==> config.mk <==
export PLATFORM = sky130hd
export DESIGN_NAME = ook_shaper
export DESIGN_NICKNAME = d
export VERILOG_FILES = /design/src/rtl/ook_pkg.sv /design/src/rtl/ook_rate_tick.sv /design/src/rtl/ook_ramp_acc.sv /design/src/rtl/ook_scaler.sv /design/src/rtl/ook_shaper.sv
export SDC_FILE = /design/constraint.sdc
export NUM_CORES = 1
export LEC_CHECK = 0
export ABC_AREA = 1
export BUFFER_PORTS_ARGS = -buffer_cell sky130_fd_sc_hd__buf_2
export CAP_MARGIN = 20
export CORE_MARGIN = 2
export CORE_UTILIZATION = 62
export CTS_BUF_LIST = sky130_fd_sc_hd__clkbuf_2 sky130_fd_sc_hd__clkbuf_4 sky130_fd_sc_hd__clkbuf_8
export CTS_CLUSTER_SIZE = 40
export DETAILED_ROUTE_END_ITERATION = 6
export PLACE_DENSITY = 0.83
export REMOVE_ABC_BUFFERS = 1
export SYNTH_ARGS = -nofsm -noshare
export SYNTH_HDL_FRONTEND = slang
export SYNTH_SLANG_ARGS = --single-unit
export TNS_END_PERCENT = 100
==> constraint.sdc <==
create_clock -name clk -period 14.8 [get_ports clk]
set_input_delay 2.96 -clock clk [delete_from_list [all_inputs] [get_ports clk]]
set_output_delay 2.96 -clock clk [all_outputs]
set_load 0.005 [all_outputs]
==> src/rtl/ook_pkg.sv <==
// Shared types for the shaped on-off keying ramper.
// Assumes nothing beyond the 1800-2017 language.
package ook_pkg;
    // Direction the ramp level moves on the next step tick.
    typedef enum logic [1:0] {
        DIR_HOLD = 2'd0,
        DIR_UP   = 2'd1,
        DIR_DOWN = 2'd2
    } ramp_dir_e;
endpackage

==> src/rtl/ook_rate_tick.sv <==
// Step timer: while run_i is high, pulses tick_o once every N cycles,
// where N is rate_i (0 treated as 1). The count clears whenever run_i is low,
// so the first tick after a start from rest comes N cycles later.
// Assumes rate_i may change at any time; an overrun count ticks at once.
module ook_rate_tick #(
    parameter int RW = 8
) (
    input  logic          clk,
    input  logic          rst_n,
    input  logic          run_i,
    input  logic [RW-1:0] rate_i,
    output logic          tick_o
);
    localparam logic [RW-1:0] ONE = RW'(1);

    logic [RW-1:0] cnt_q;
    logic [RW-1:0] eff_rate;
    logic [RW-1:0] last_cnt;

    // Map a zero rate to one cycle per step and find the terminal count.
    always_comb begin
        eff_rate = (rate_i == '0) ? ONE : rate_i;
        last_cnt = eff_rate - ONE;
        tick_o   = run_i && (cnt_q >= last_cnt);
    end

    // Advance the dwell counter while running, clear it on tick or idle.
    always_ff @(posedge clk) begin
        if (!rst_n) begin
            cnt_q <= '0;
        end else if (!run_i || tick_o) begin
            cnt_q <= '0;
        end else begin
            cnt_q <= cnt_q + ONE;
        end
    end
endmodule

==> src/rtl/ook_ramp_acc.sv <==
// Ramp level register: moves one code toward the end point chosen by key_i
// on each tick, and saturates at 0 and at all-ones.
// Assumes key_i is already synchronous to clk.
module ook_ramp_acc
    import ook_pkg::*;
#(
    parameter int AW = 12
) (
    input  logic          clk,
    input  logic          rst_n,
    input  logic          key_i,
    input  logic          tick_i,
    output logic [AW-1:0] level_o,
    output logic          moving_o
);
    localparam logic [AW-1:0] LVL_MAX = {AW{1'b1}};
    localparam logic [AW-1:0] LVL_ONE = AW'(1);

    ramp_dir_e     dir;
    logic [AW-1:0] level_q;

    // Choose the direction from the key and the current level.
    always_comb begin
        if (key_i) begin
            dir = (level_q != LVL_MAX) ? DIR_UP : DIR_HOLD;
        end else begin
            dir = (level_q != '0) ? DIR_DOWN : DIR_HOLD;
        end
        moving_o = (dir != DIR_HOLD);
        level_o  = level_q;
    end

    // Take one step on each tick in the chosen direction.
    always_ff @(posedge clk) begin
        if (!rst_n) begin
            level_q <= '0;
        end else if (tick_i) begin
            unique case (dir)
                DIR_UP:   level_q <= level_q + LVL_ONE;
                DIR_DOWN: level_q <= level_q - LVL_ONE;
                default:  level_q <= level_q;
            endcase
        end
    end
endmodule

==> src/rtl/ook_scaler.sv <==
// Registered multiplier: scales a signed sample by an unsigned factor and
// keeps the upper SW bits of the product (floor of sample*scale/2^AW).
// Assumes AW-bit factors below 2^AW, so the result always fits in SW bits.
module ook_scaler #(
    parameter int SW = 12,
    parameter int AW = 12
) (
    input  logic          clk,
    input  logic          rst_n,
    input  logic [SW-1:0] sample_i,
    input  logic [AW-1:0] scale_i,
    output logic [SW-1:0] sample_o
);
    localparam int PW = SW + AW + 1;

    logic signed [PW-1:0] prod;

    // Signed product of the sample and the zero-extended factor.
    always_comb begin
        prod = PW'($signed(sample_i)) * PW'($signed({1'b0, scale_i}));
    end

    // Register the upper bits of the product.
    always_ff @(posedge clk) begin
        if (!rst_n) begin
            sample_o <= '0;
        end else begin
            sample_o <= prod[SW+AW-1:AW];
        end
    end
endmodule

==> src/rtl/ook_shaper.sv <==
// Top of the shaped on-off keying ramper: step timer, ramp level register,
// manual/automatic factor select and registered sample multiplier.
// Assumes all inputs are synchronous to clk; reset is synchronous, active low.
module ook_shaper #(
    parameter int SW = 12,
    parameter int AW = 12,
    parameter int RW = 8
) (
    input  logic          clk,
    input  logic          rst_n,
    input  logic          key_i,
    input  logic          auto_en_i,
    input  logic [AW-1:0] manual_amp_i,
    input  logic [RW-1:0] rate_i,
    input  logic [SW-1:0] sample_i,
    output logic [SW-1:0] sample_o,
    output logic [AW-1:0] scale_o,
    output logic          busy_o
);
    logic          step_tick;
    logic          ramp_moving;
    logic [AW-1:0] ramp_level;

    ook_rate_tick #(.RW(RW)) u_tick (
        .clk    (clk),
        .rst_n  (rst_n),
        .run_i  (ramp_moving),
        .rate_i (rate_i),
        .tick_o (step_tick)
    );

    ook_ramp_acc #(.AW(AW)) u_ramp (
        .clk      (clk),
        .rst_n    (rst_n),
        .key_i    (key_i),
        .tick_i   (step_tick),
        .level_o  (ramp_level),
        .moving_o (ramp_moving)
    );

    // Pick the shaped ramp or the manual word as the applied factor.
    always_comb begin
        scale_o = auto_en_i ? ramp_level : manual_amp_i;
        busy_o  = ramp_moving;
    end

    ook_scaler #(.SW(SW), .AW(AW)) u_scale (
        .clk      (clk),
        .rst_n    (rst_n),
        .sample_i (sample_i),
        .scale_i  (scale_o),
        .sample_o (sample_o)
    );
endmodule

After elaboration in Yosys (flattened, before gate mapping)
Cells that the tools add are included.
Storage, ports and cells
  logic and storage cells: 28
  output and inout port bits: 25
  bits of input ports: 36
  register bits: 32
Operators by class
  magnitude comparators: 1
  bitwise logic cells: 1
  add/subtract/negate cells: 4
  multipliers: 1
  muxes and demuxes: 6
  reductions and logical operators: 9
  equal/unequal tests: 3
Operators by type and width (number)
  $mul 12x13->24: 1
  $pmux 12 s2: 1
  $add 12x1->12 const B: 1
  $mux 12: 1
  $ne 12x12->1 const B: 1
  $reduce_bool 12->1: 1
  $sub 12x1->12 const B: 1
  $add 8x1->8 const B: 1
  $ge 8x8->1: 1
  $logic_not 8->1: 1
  $mux 8: 1
  $sub 8x1->8 const B: 1
  $mux 2: 2
  $reduce_bool 2->1: 2
  $eq 2x1->1 const B: 1
  $eq 2x2->1 const B: 1
  $reduce_and 2->1: 1
  $reduce_or 2->1: 1
  $logic_and 1x1->1: 1
  $logic_not 1->1: 1
  $logic_or 1x1->1: 1
  $mux 1: 1
  $not 1->1: 1

Logic depth before layout (Yosys ltp)
  depth in word-level cells: 7
  mapped depth: 28
  depth with buffers taken out: 27

Cells and area by module
Synthesis repeated with hierarchy kept, for this count alone.
Unflattened totals
  cell total of the unflattened synthesis: 1047
  area, all modules: 7285.7 µm²
By module, submodules not included
  ook_scaler: times used 1, area an instance 5306.3 µm², cells an instance 726, sequential area each 240.2 µm²
  ook_ramp_acc: times used 1, area an instance 1114.8 µm², cells an instance 177, sequential area each 240.2 µm²
  ook_rate_tick: times used 1, area an instance 706.9 µm², cells an instance 105, sequential area each 160.2 µm²
  ook_shaper: times used 1, area an instance 157.7 µm², cells an instance 39, sequential area each 0.0 µm²

Worst setup path before layout
OpenSTA, ideal clock, no wires.
  path type: input port to flip-flop
  from: input auto_en_i
  to: register u_scale.sample_o[10]
  data arrival time: 7426 ps
  stages: 23
  path buffers: 1
  data required time: 14687 ps
  path slack: 7261 ps
  library setup time: 113 ps
  cell sequence: buf_2 -> or2_2 -> nand2_1 -> clkinv_1 -> nand2_1 -> fa_1 -> fa_1 -> inv_1 -> fa_1 -> fa_1 -> inv_1 -> fa_1 -> inv_1 -> ha_1 -> nand2_1 -> nor2_1 -> nand2_1 -> nand2_1 -> nand2_1 -> nand3_1 -> nand2_1 -> nand2_1 -> nor2_1
Between the ends
  word-level cells in the longest chain between the ends: 2
Ends and longest elaborated chain
  from (decl): RTL line ook_shaper.sv:12  | input logic auto_en_i,
  $mux 12: RTL line ook_shaper.sv:43  | scale_o = auto_en_i ? ramp_level : manual_amp_i;
  net scale_o[9]: RTL line ook_shaper.sv:17  | output logic [AW-1:0] scale_o,
  $mul 12x13->24: RTL line ook_scaler.sv:20  | prod = PW'($signed(sample_i)) * PW'($signed({1'b0, scale_i}));
  to (signal assigned): RTL line ook_scaler.sv:28  | sample_o <= prod[SW+AW-1:AW];
  to (decl): RTL line ook_scaler.sv:12  | output logic [SW-1:0] sample_o
The timed path passes the listed nets, and every way through them passes these cells.
A chain may end at the register's enable or synchronous reset.

Final worst setup path
  from: input auto_en_i
  to: register u_scale.sample_o[3]
Between the ends
  word-level cells in the longest chain between the ends: 2
Ends and longest elaborated chain (RTL line)
  $mux 12: ook_shaper.sv:43
  $mul 12x13->24: ook_scaler.sv:20
No other way between the ends.

==> run metrics <==
max cap viols 0; Clock Pin Slew Worst Setup and Hold Paths 0.09 ns; row count 38; Num CTS Buffers 5; Leakage between 0.004 and 0.005 µW; Post-CTS Setup Inserts 0; CP Max Fanout 23; Wirelength per Cell 14.5 µm; CTS tree yes; Seq pwr share 10.2%; pwr dens 140 mW/mm²; Hold Violations, Final 0; post-synthesis instance total 965; Die X roughly 110 µm; layout cells sized above 1 8.24%; hold buffer count at cts 0; largest area contributor in the synthesized netlist fa_1; Yosys warning total 0; Tcrit/Tclk final 55.7%; IO Count 61; Final TNS setup 0 ns; DP Wirelength around 14000 µm; logic gate share of total power 81.0%; Setup-failing EPs final 0; # diodes 0; initial antenna violation count 0; Clock Skews 0.0115 ns; Clock Latency Late Sink approximately 0.3 ns; DRT Wirelength 16800 µm; area delta synth->final 7.34%; Top FF cell, synth dfxtp_1; Area contributors post-synth fa_1 29%, ha_1 16%, nand2_1 12%; Min-Delay Path Class flip-flop to flip-flop; Clock Tree Buf Depth 2; WP data required 15.04 ns; FFs w/ async S/R, synth 0%; r2r setup slk 9.16 ns; Clock Power Share 8.8%; worst slew pin tran 0.758 ns; CP Capture Type flip-flop; RSZ-0062 raised after global routing false; share of the synthesized area in the top cell type 28.8%; Worst setup SP type input pin; Synth Area per Inst 7.19 µm²; vias in the first global route approximately 5900; Via density 5.35; DRT Pass-1 Iters 5; die area approximately 0.012 mm²; count of input and output buffers 60; core area 0.0109 mm²; highest-count cells in the layout ignoring fill and taps 228 x nand2_1, 213 x inv_1, 119 x nor2_1, 100 x fa_1, 89 x ha_1; # resized after CTS 0; Final ANT Viol Nets 0; DRC violations left 0; switching power total 590 µW; post-synthesis register bit count 32; first-pass GRT wire length 27600 µm; total grt overflow 0; Starting Density 63.7%; sequential-to-total area share from yosys stat under 10%; clock root buffer clkbuf_8; most common cell after layout, fill and taps aside nand2_1; largest net degree at the start of global routing 24; number of flops mapped to enable cells by yosys 0; status finished clean; max_slew headroom about half; via count 6201; Final Max Tran Viols 0; path type of the worst setup path input pin to flip-flop; switching part of the total power 56.4%; crit path time final between 8 and 9 ns; Max VDD drop 165 µV; synthesized area a little under 0.007 mm²; clk sinks 32; H-tree depth 2; gpl congestion roughly 0.93; Die Ht 110 µm; Worst Path Arrival 8.48 ns; Max Freq approximately 120 MHz; fin nets 1243; global router's overall resource usage between 20 and 30%; FILL cells 955; post-synthesis cell type count 35; Int Pwr 456 µW; fin util 68.4%; Detailed Route Iter0 Violations ~410
## registers in the layout, summed over array words and instances, names as in the netlist
signal / flops
u_scale.sample_o: 12
u_tick.cnt_q: 8
u_ramp.level_o: 12
## cell families after synthesis
group,Yosys count,share of synthesized area [%]
compound gates,88,6.99
fa+ha+maj,189,44.9
xor+xnor,20,2.52
buf+inv,237,13.2
simple gates,399,23.2
flops,32,9.23
## per-layer routing
metal	track usage, %	part of all wire (%)	vias to the layer above
li1	-	-	3009
met3	6.40	7.9	34
met4	9.22	2.5	0
met1	40.3	44	2894
met5	0.893	0	-
met2	47.1	46	264
## Yosys cell counts, types with 3 or more instances
cell type and number:
a21o_1 3, a21oi_1 42, buf_1 3, buf_2 4
clkbuf_1 5, clkinv_1 7, dfxtp_1 32, fa_1 100
ha_1 89, inv_1 213, inv_2 3, nand2_1 228
nand2_4 3, nand3_1 25, nand4_1 5, nor2_1 119
nor3_1 8, o21ai_0 26, o21ai_1 3, o21ai_2 4
o21bai_1 4, or2_2 3, xnor2_1 6, xor2_1 14
## final cells by class
cell class / instances / area, µm² / share of cell area [%]
clock buffers: 5 / 68.8 / 0.924
inverters: 223 / 837 / 11.2
well taps: 140 / 175 / 2.35
clock inverters: 3 / 42.5 / 0.571
repair buffers: 60 / 300 / 4.03
flip-flops and latches: 32 / 641 / 8.60
multi-input cells: 696 / 5390 / 72.3
## power groups by stage
stage               Clock (µW)  Combinational (µW)  Sequential (µW)
finish                    92.4                 847              107
detailed placement           0                 824              108
global placement             0                 802              109
global route              96.4                 962              108
CTS                       94.4                 838              107
floorplan                    0                 612              110
## stage by stage
step	setup WS [ns]	power [µW]	hold slack, ns	instance area [µm²]	std cells
floorplan	7.42	722	0.430	6860	951
global placement	6.50	911	0.439	7340	1151
detailed placement	6.42	932	0.471	7340	1151
CTS	6.69	1040	0.494	7450	1159
global route	6.37	1170	0.513	7450	1159
finish	6.56	1050	0.482	7450	1159
## worst max-delay path, cell delays in order
cell and delay (ns):
buf_2 0.22, o21ai_1 0.62, clkinv_1 0.51, nand2_1 0.21, fa_1 0.43, fa_1 0.52
inv_1 0.05, fa_1 0.50, fa_1 0.49, inv_1 0.05, fa_1 0.53, inv_1 0.04
ha_1 0.35, nand2_1 0.20, inv_1 0.06, nand2_1 0.07, nand2_1 0.06, inv_1 0.06
nand2_1 0.07, a21oi_1 0.18, o21ai_0 0.11, a21oi_1 0.15
## path summary, 6_finish.rpt
| check | cells after the start | endpoint | start |
|---|---|---|---|
| setup / recovery | 22 | u_scale.sample_o[3] | auto_en_i |
| hold / removal | 1 | u_tick.cnt_q[0] | u_tick.cnt_q[0] |
| setup reg to reg | 23 | u_scale.sample_o[3] | u_ramp.level_o[10] |
| hold reg to reg | 1 | u_tick.cnt_q[0] | u_tick.cnt_q[0] |
Note: power is estimated with default switching activity, not from simulation.
